[src/rtl/shutdown_wake_ctl.sv]
module shutdown_wake_ctl #(
  parameter int NPIN = 16,
  parameter int CNT_W = 16,
  parameter logic [7:0] KEY = 8'hA5
) (
  input  logic            clk,
  input  logic            rst_n,
  input  logic            reg_en,
  input  logic            reg_wr,
  input  logic [3:2]      reg_addr,
  input  logic [31:0]     reg_wdata,
  output logic [31:0]     reg_rdata,
  input  logic [NPIN-1:0] wake_pin,
  input  logic            rtc_alarm,
  input  logic            rtt_alarm,
  output logic            pwr_en
);

  localparam logic [31:0] PIN_MASK = (32'h1 << NPIN) - 32'h1;
  localparam logic [31:0] CFG_MASK = PIN_MASK | (PIN_MASK << 16);

  logic [2:0]      dbc_sel;
  logic            rtc_en, rtt_en;
  logic [31:0]     cfg_q, status;
  logic [NPIN-1:0] sy1, sy2, act, qual;
  logic [CNT_W-1:0] lim;
  logic [31:0]     cause;
  logic            cmd_ok, cmd_bad, rd_stat, wake;

  assign cmd_ok  = reg_en & reg_wr & (reg_addr == 2'd0) & reg_wdata[0] & (reg_wdata[31:24] == KEY);
  assign cmd_bad = reg_en & reg_wr & (reg_addr == 2'd0) & ~cmd_ok;
  assign rd_stat = reg_en & ~reg_wr & (reg_addr == 2'd2);

  always_comb begin
    case (dbc_sel)
      3'd0:    lim = CNT_W'(0);
      3'd1:    lim = CNT_W'(3);
      3'd2:    lim = CNT_W'(32);
      3'd3:    lim = CNT_W'(512);
      3'd4:    lim = CNT_W'(4096);
      default: lim = CNT_W'(32768);
    endcase
  end

  always_ff @(posedge clk or negedge rst_n)
    if (!rst_n) begin
      sy1 <= '0;
      sy2 <= '0;
    end else begin
      sy1 <= wake_pin;
      sy2 <= sy1;
    end

  for (genvar i = 0; i < NPIN; i++) begin : g_pin
    logic [CNT_W-1:0] cnt;
    assign act[i]  = cfg_q[i] & (sy2[i] == cfg_q[16+i]);
    assign qual[i] = act[i] & (cnt >= lim);
    always_ff @(posedge clk or negedge rst_n)
      if (!rst_n)        cnt <= '0;
      else if (!act[i])  cnt <= '0;
      else if (cnt < lim) cnt <= cnt + CNT_W'(1);
  end

  always_comb begin
    cause = '0;
    cause[16 +: NPIN] = qual;
    cause[5] = rtc_en & rtc_alarm;
    cause[4] = rtt_en & rtt_alarm;
  end

  assign wake = ~pwr_en & (|cause);

  always_ff @(posedge clk or negedge rst_n)
    if (!rst_n) begin
      pwr_en  <= 1'b1;
      status  <= '0;
      dbc_sel <= '0;
      rtc_en  <= 1'b0;
      rtt_en  <= 1'b0;
      cfg_q   <= '0;
    end else begin
      if (wake)        pwr_en <= 1'b1;
      else if (cmd_ok) pwr_en <= 1'b0;
      status <= (rd_stat ? 32'h0 : status) | (wake ? cause : 32'h0);
      if (reg_en && reg_wr && reg_addr == 2'd1) begin
        dbc_sel <= reg_wdata[26:24];
        rtc_en  <= reg_wdata[17];
        rtt_en  <= reg_wdata[16];
      end
      if (reg_en && reg_wr && reg_addr == 2'd3)
        cfg_q <= reg_wdata & CFG_MASK;
    end

  always_comb
    case (reg_addr)
      2'd1:    reg_rdata = {5'b0, dbc_sel, 6'b0, rtc_en, rtt_en, 16'b0};
      2'd2:    reg_rdata = status;
      2'd3:    reg_rdata = cfg_q;
      default: reg_rdata = '0;
    endcase

  assert_shutdown_R2: assert property (@(posedge clk) disable iff (!rst_n)
    (cmd_ok && pwr_en) |=> !pwr_en);

  assert_badcmd_R3: assert property (@(posedge clk) disable iff (!rst_n)
    (cmd_bad && pwr_en) |=> pwr_en);

  assert_wake_logged_R9: assert property (@(posedge clk) disable iff (!rst_n)
    $rose(pwr_en) |-> (status != 32'h0));

  assert_rdclear_R10: assert property (@(posedge clk) disable iff (!rst_n)
    (rd_stat && !wake) |=> (status == 32'h0));

  assert_disabled_R11: assert property (@(posedge clk) disable iff (!rst_n)
    (cfg_q[NPIN-1:0] == '0 && !rtc_en && !rtt_en && !pwr_en) |=> !pwr_en);

endmodule

[config.mk]
export PLATFORM = sky130hd
export DESIGN_NAME = shutdown_wake_ctl
export DESIGN_NICKNAME = d
export VERILOG_FILES = /design/src/rtl/shutdown_wake_ctl.sv
export SDC_FILE = /design/constraint.sdc
export NUM_CORES = 1
export LEC_CHECK = 0
export ABC_CLOCK_PERIOD_IN_PS = 3900
export BUFFER_PORTS_ARGS = -buffer_cell sky130_fd_sc_hd__buf_4
export CELL_PAD_IN_SITES_DETAIL_PLACEMENT = 0
export CELL_PAD_IN_SITES_GLOBAL_PLACEMENT = 1
export CORE_AREA = 2 2 221 223
export CTS_CLUSTER_SIZE = 12
export DETAILED_ROUTE_END_ITERATION = 7
export DIE_AREA = 0 0 223 225
export GPL_TIMING_DRIVEN = 0
export PLACE_DENSITY_LB_ADDON = 0.12
export SETUP_SLACK_MARGIN = 0.4
export SLEW_MARGIN = 40
export SYNTH_ARGS = -nofsm -noshare
export SYNTH_HDL_FRONTEND = slang
export SYNTH_SLANG_ARGS = --single-unit
[constraint.sdc]
create_clock -name clk -period 3.9 [get_ports clk]
set_clock_uncertainty 0.2 [all_clocks]
set_input_delay 0.78 -clock clk [delete_from_list [all_inputs] [get_ports clk]]
set_output_delay 0.78 -clock clk [all_outputs]
set_load 0.01 [all_outputs]
# Yosys cells after proc, flatten, opt, wreduce, memory -nomap -nowiden
# Cells that the tools add are included.
# word_totals
n_memories,0
romBits,0
ram_bits,0
reg_bits,358
latch_bits,0
output_inout_bits,33
# op_classes
muxes,38
n_reduce_logical,7
n_eq_ne,40
n_shift,0
bitwise_logic,44
div_mod_pow,0
n_addsub,16
multipliers,0
magnitude_cmp,32
# op_table
operator,count
$mux W16,32
$add A16 B1 Y16 const B,16
$ge A16 B16 Y1,16
$lt A16 B16 Y1,16
$pmux W32 S3,1
$pmux W16 S5,1
$mux W32,2
$and A1 B1 Y1,41
$ne A2 B1 Y1 const B,16
$or A32 B32 Y32,1
$reduce_or A18 Y1,1
$eq A1 B1 Y1,16
$eq A8 B8 Y1 const B,1
$eq A3 B2 Y1 const B,2
$eq A2 B2 Y1 const B,2
$eq A3 B1 Y1 const B,1
$eq A3 B3 Y1 const B,1
$logic_and A1 B1 Y1,3
$logic_not A3 Y1,1
$eq A2 B1 Y1 const B,1
$logic_not A2 Y1,1
$mux W1,2
$not A1 Y1,2
$reduce_bool A2 Y1,1

# Logic depth before layout (Yosys ltp)
# logic_depth
depth_word,8
ltp_mapped,11
ltp_nobuf,10

# Worst setup path after synthesis
# No wires, ideal clock.
# synth_path
path_kind,flip-flop to flip-flop
from,reg dbc_sel[1]
to,reg g_pin[2].cnt[15]
setup_slack_ns,0.291
arrival_time_ns,3.288
stages_incl_launch_ff,10
required_time_ns,3.580
path_cell_list,dfrtp_1 > o21ai_0 > ha_1 > nand4b_1 > nor3_1 > a221oi_4 > nand4_2 > nor3_2 > a311oi_1 > a41o_1
# synth_via
elab_chain_len,4
word_cells_on_any_way,8
classes_between,order compare (1); eq/ne (5); mux (1); reduce/logical (1)
# synth_lines
element,line,rtl
from (decl),22,logic [2:0] dbc_sel;
from (signal assigned),86,dbc_sel <= reg_wdata[26:24];
$eq A3 B3 Y1 (tied with other cells),35,case (dbc_sel)
$pmux W16 S5 *,35,
$lt A16 B16 Y1 *,61,else if (cnt < lim) cnt <= cnt + CNT_W'(1);
$ne A2 B1 Y1 (no line) *,--,
to (signal assigned),61,
to (decl),55,logic [CNT_W-1:0] cnt;
# Every way passes the cells marked *; elsewhere a longest branch is shown, timed or not.
# A chain may end at the register's enable or synchronous reset.

# Worst setup path in the final report
# layout_path
from,in reg_addr[3] in the netlist's numbering
to,out reg_rdata[22]
# layout_via
elab_chain_len,2
word_cells_on_any_way,4
classes_between,eq/ne (3); mux (1)
# layout_lines
element,line,rtl
from (decl),10,"input logic [3:2] reg_addr,"
$eq A2 B2 Y1 / $eq A2 B1 Y1 (equally long branches),95,case (reg_addr)
$pmux W32 S3 *,95,
to (decl),12,"output logic [31:0] reg_rdata,"
# Marked as above.

==> run_results.csv <==
group,metric,value,unit
setup_path,reg2reg_slack,500,ps
pwr,cellLeakagePower,0.00996,uW
logic_synthesis,synthTopCellsByArea,"dfrtp_1, ha_1, xor2_1, nor2_1, xnor2_1",
logic_synthesis,synth-seq-area-share,0.454,
detailed_routing,drt-total-wl,49.4,mm
die,die_h,225,um
detailed_routing,dr.pass1.iters,5,
placement,hpwlAfterDp,34.5,mm
global_route,track_usage,0.203,
timing,relSlewSlack,0.578,
timing,timing.fmax,288,MHz
setup_path,crit_fanout,11,
pwr,power.density,466,nW/um^2
finish,nFillCells,4515,
finish,drive_gt1_frac,0.159,
clock_tree,path_clk_slew,60,ps
placement,port_buffers,86,
timing,finalMaxSlewViolations,0,
finish,final_core_util,0.476,
timing,setup_viol,0,
global_route,grt_pass1_vias,14400,
finish,fin_nets,2236,
detailed_routing,routedWlPerCell,18.2,um
logic_synthesis,syn-instance-count,1891,
detailed_routing,drtIter0Drc,831,
clock_tree,htreeDepth,2,
clock_tree,clockBufferDepth,3,
clock_tree,cts_made_buffers,42,
logic_synthesis,synthFlopType,"dfrtp_1",
timing,rsz0062_at_grt,"yes",
logic_synthesis,synth_top_area_frac,0.453,
detailed_routing,drcViolationCount,0,
setup_path,r2r_end,"g_pin[5].cnt[14]",
logic_synthesis,synth_edf_count,0,
setup_path,cp-endpoint,"reg_rdata[22]",
setup_path,endpoint_kind,"output port",
setup_path,r2r_cells,12,
hold_path,min_from,"wake_pin[3]",
clock_tree,cts_tree,"yes",
global_route,grt_pass1_wl,80.5,mm
die,row_count,80,
job,max_cap_violations,0,
finish,mostFrequentLayoutCell,"dfrtp_1",
setup_path,crit_type,"in2out",
setup_path,cp-startpoint,"reg_addr[3]",
timing,hold_viol,0,
logic_synthesis,synth_area,19000,sq um
logic_synthesis,yosys.area.top_type,"dfrtp_1",
timing,setup_tns,0,ps
finish,layout_common_cells,"dfrtp_1, nor2_1, nand2_1",
clock_tree,clk_latency,570,ps
timing,worstMarginPinSlew,633,ps
setup_path,crit_arrival,2490,ps
die,start_util,0.399,
timing,final.min_clock_period,3470,ps
global_route,antenna_found_initial,0,
logic_synthesis,synth-seq-cells,344,
setup_path,required,2920,ps
logic_synthesis,yosysWarnings,0,
detailed_routing,drt.antenna.violating_nets,0,
die,die_w,223,um
clock_tree,cts_sinks,344,
logic_synthesis,ys_types,85,
die,design.die.area,50200,sq um
detailed_routing,drt-vias-per-instance,5.35,
timing,fin_crit_sh,0.891,
die,coreArea,47500,sq um
die,io_pins,89,
run_status,status,"finished clean",
setup_path,critPathLaunchType,"input port",
setup_path,r2r-start,"dbc_sel[2]",
pwr,peakVddDrop,0.000313,V
global_route,gr-total-overflow,0,
clock_tree,cts_root_buffer,"clkbuf_16",
detailed_routing,routed-via-count,14500,
global_route,grt_max_degree,70,
logic_synthesis,avgSynthCellArea,10.0,sq um
hold_path,min_path_type,"in2reg",
logic_synthesis,asyncSetResetFlopFracSynth,1.00,
logic_synthesis,syn_nets,2059,
finish,syn_to_final_growth,19.5,%
placement,gp_congestion,0.807,
[final cells by class]
class                           count  area, sq um  area share
Buffer                             47          244      0.0108
Clock buffer                       63         1260      0.0557
Tap cell                          615          769      0.0340
Timing Repair Buffer              133         1220      0.0537
Antenna cell                        2         5.00    0.000221
Multi-Input combinational cell   1445        10100       0.448
Clock inverter                     13          171     0.00757
Sequential cell                   344         8610       0.380
Inverter                           55          223     0.00984
[sequential cells by signal, indices dropped and copies added, names as in the netlist]
signal,cells
dbc_sel,3
pwr_en,1
g_pin.cnt,256
sy1,16
cfg_q,32
sy2,16
rtt_en,1
rtc_en,1
status,18
[cell families (layout without fill, tap and decap cells)]
logic type / count (synthesis) / count (layout) / share of synthesized area
and+or+nand+nor: 856 / 856 / 0.242
other: 0 / 2 / 0
adders and majority gates: 112 / 112 / 0.0739
muxes: 68 / 68 / 0.0387
buffers and inverters: 102 / 311 / 0.0226
AOI/OAI and AO/OA: 191 / 191 / 0.0672
xor gates and xnor gates: 218 / 218 / 0.101
DFF: 344 / 344 / 0.454
[per-stage QoR]
step | hold WS, ps | power, uW | std cells | setup WS, ps | instance area (sq um)
2_1_floorplan | 131 | 5460 | 1891 | 540 | 19000
3_3_place_gp | 132 | 6190 | 2592 | -1660 | 20400
3_5_place_dp | 136 | 6330 | 2606 | -354 | 20700
4_1_cts | 76.3 | 10600 | 2702 | 390 | 22400
5_1_grt | 89.9 | 11100 | 2715 | 322 | 22600
6_report | 108 | 10600 | 2717 | 427 | 22600
[worst min-delay path by stage]
stage               depth (start not counted)       to  slack (ps)
floorplan                                   0   sy2[0]         130
global placement                            0  sy2[11]         130
detailed placement                          0   sy2[0]         140
CTS                                         1   sy1[3]          80
global route                                1   sy1[3]          90
finish                                      1   sy1[3]         110
[power breakdown]
group,switching [uW],internal [uW],total [uW]
registers,209,3750,3960
clock network,1580,2490,4080
logic,1420,1090,2520
[critical path, stage by stage]
cell,delay (ps)
clkbuf_1,360
clkbuf_4,410
clkbuf_2,390
nor2b_1,330
buf_4,200
[cell usage after synthesis, drive strengths merged, types with 46 or more instances]
library cell  instances
nand2               126
nand4                73
or3                  51
nor2                270
ha                  112
o21ai                58
nor3                 46
and3                 65
a21oi                58
nand3                72
inv                  55
xnor2                97
xor2                121
dfrtp               343
[layer usage]
layer	vias up	track usage	part of all wire
met4	0	0.0769	0.034
met5	-	0	0
li1	7090	-	-
met1	7093	0.283	0.48
met3	96	0.0352	0.044
met2	251	0.316	0.44
[timing repair]
| action | 4_1_cts | 5_1_grt |
|---|---|---|
| setup endpoints to repair | 263 | 119 |
| pin swaps | 6 | 20 |
| buffers inserted | 19 | 13 |
| gates resized for setup | 30 | 22 |
| hold buffers | 1 | 0 |
| hold endpoints to repair | 42 | 0 |
(Power assumes the default switching activity.)
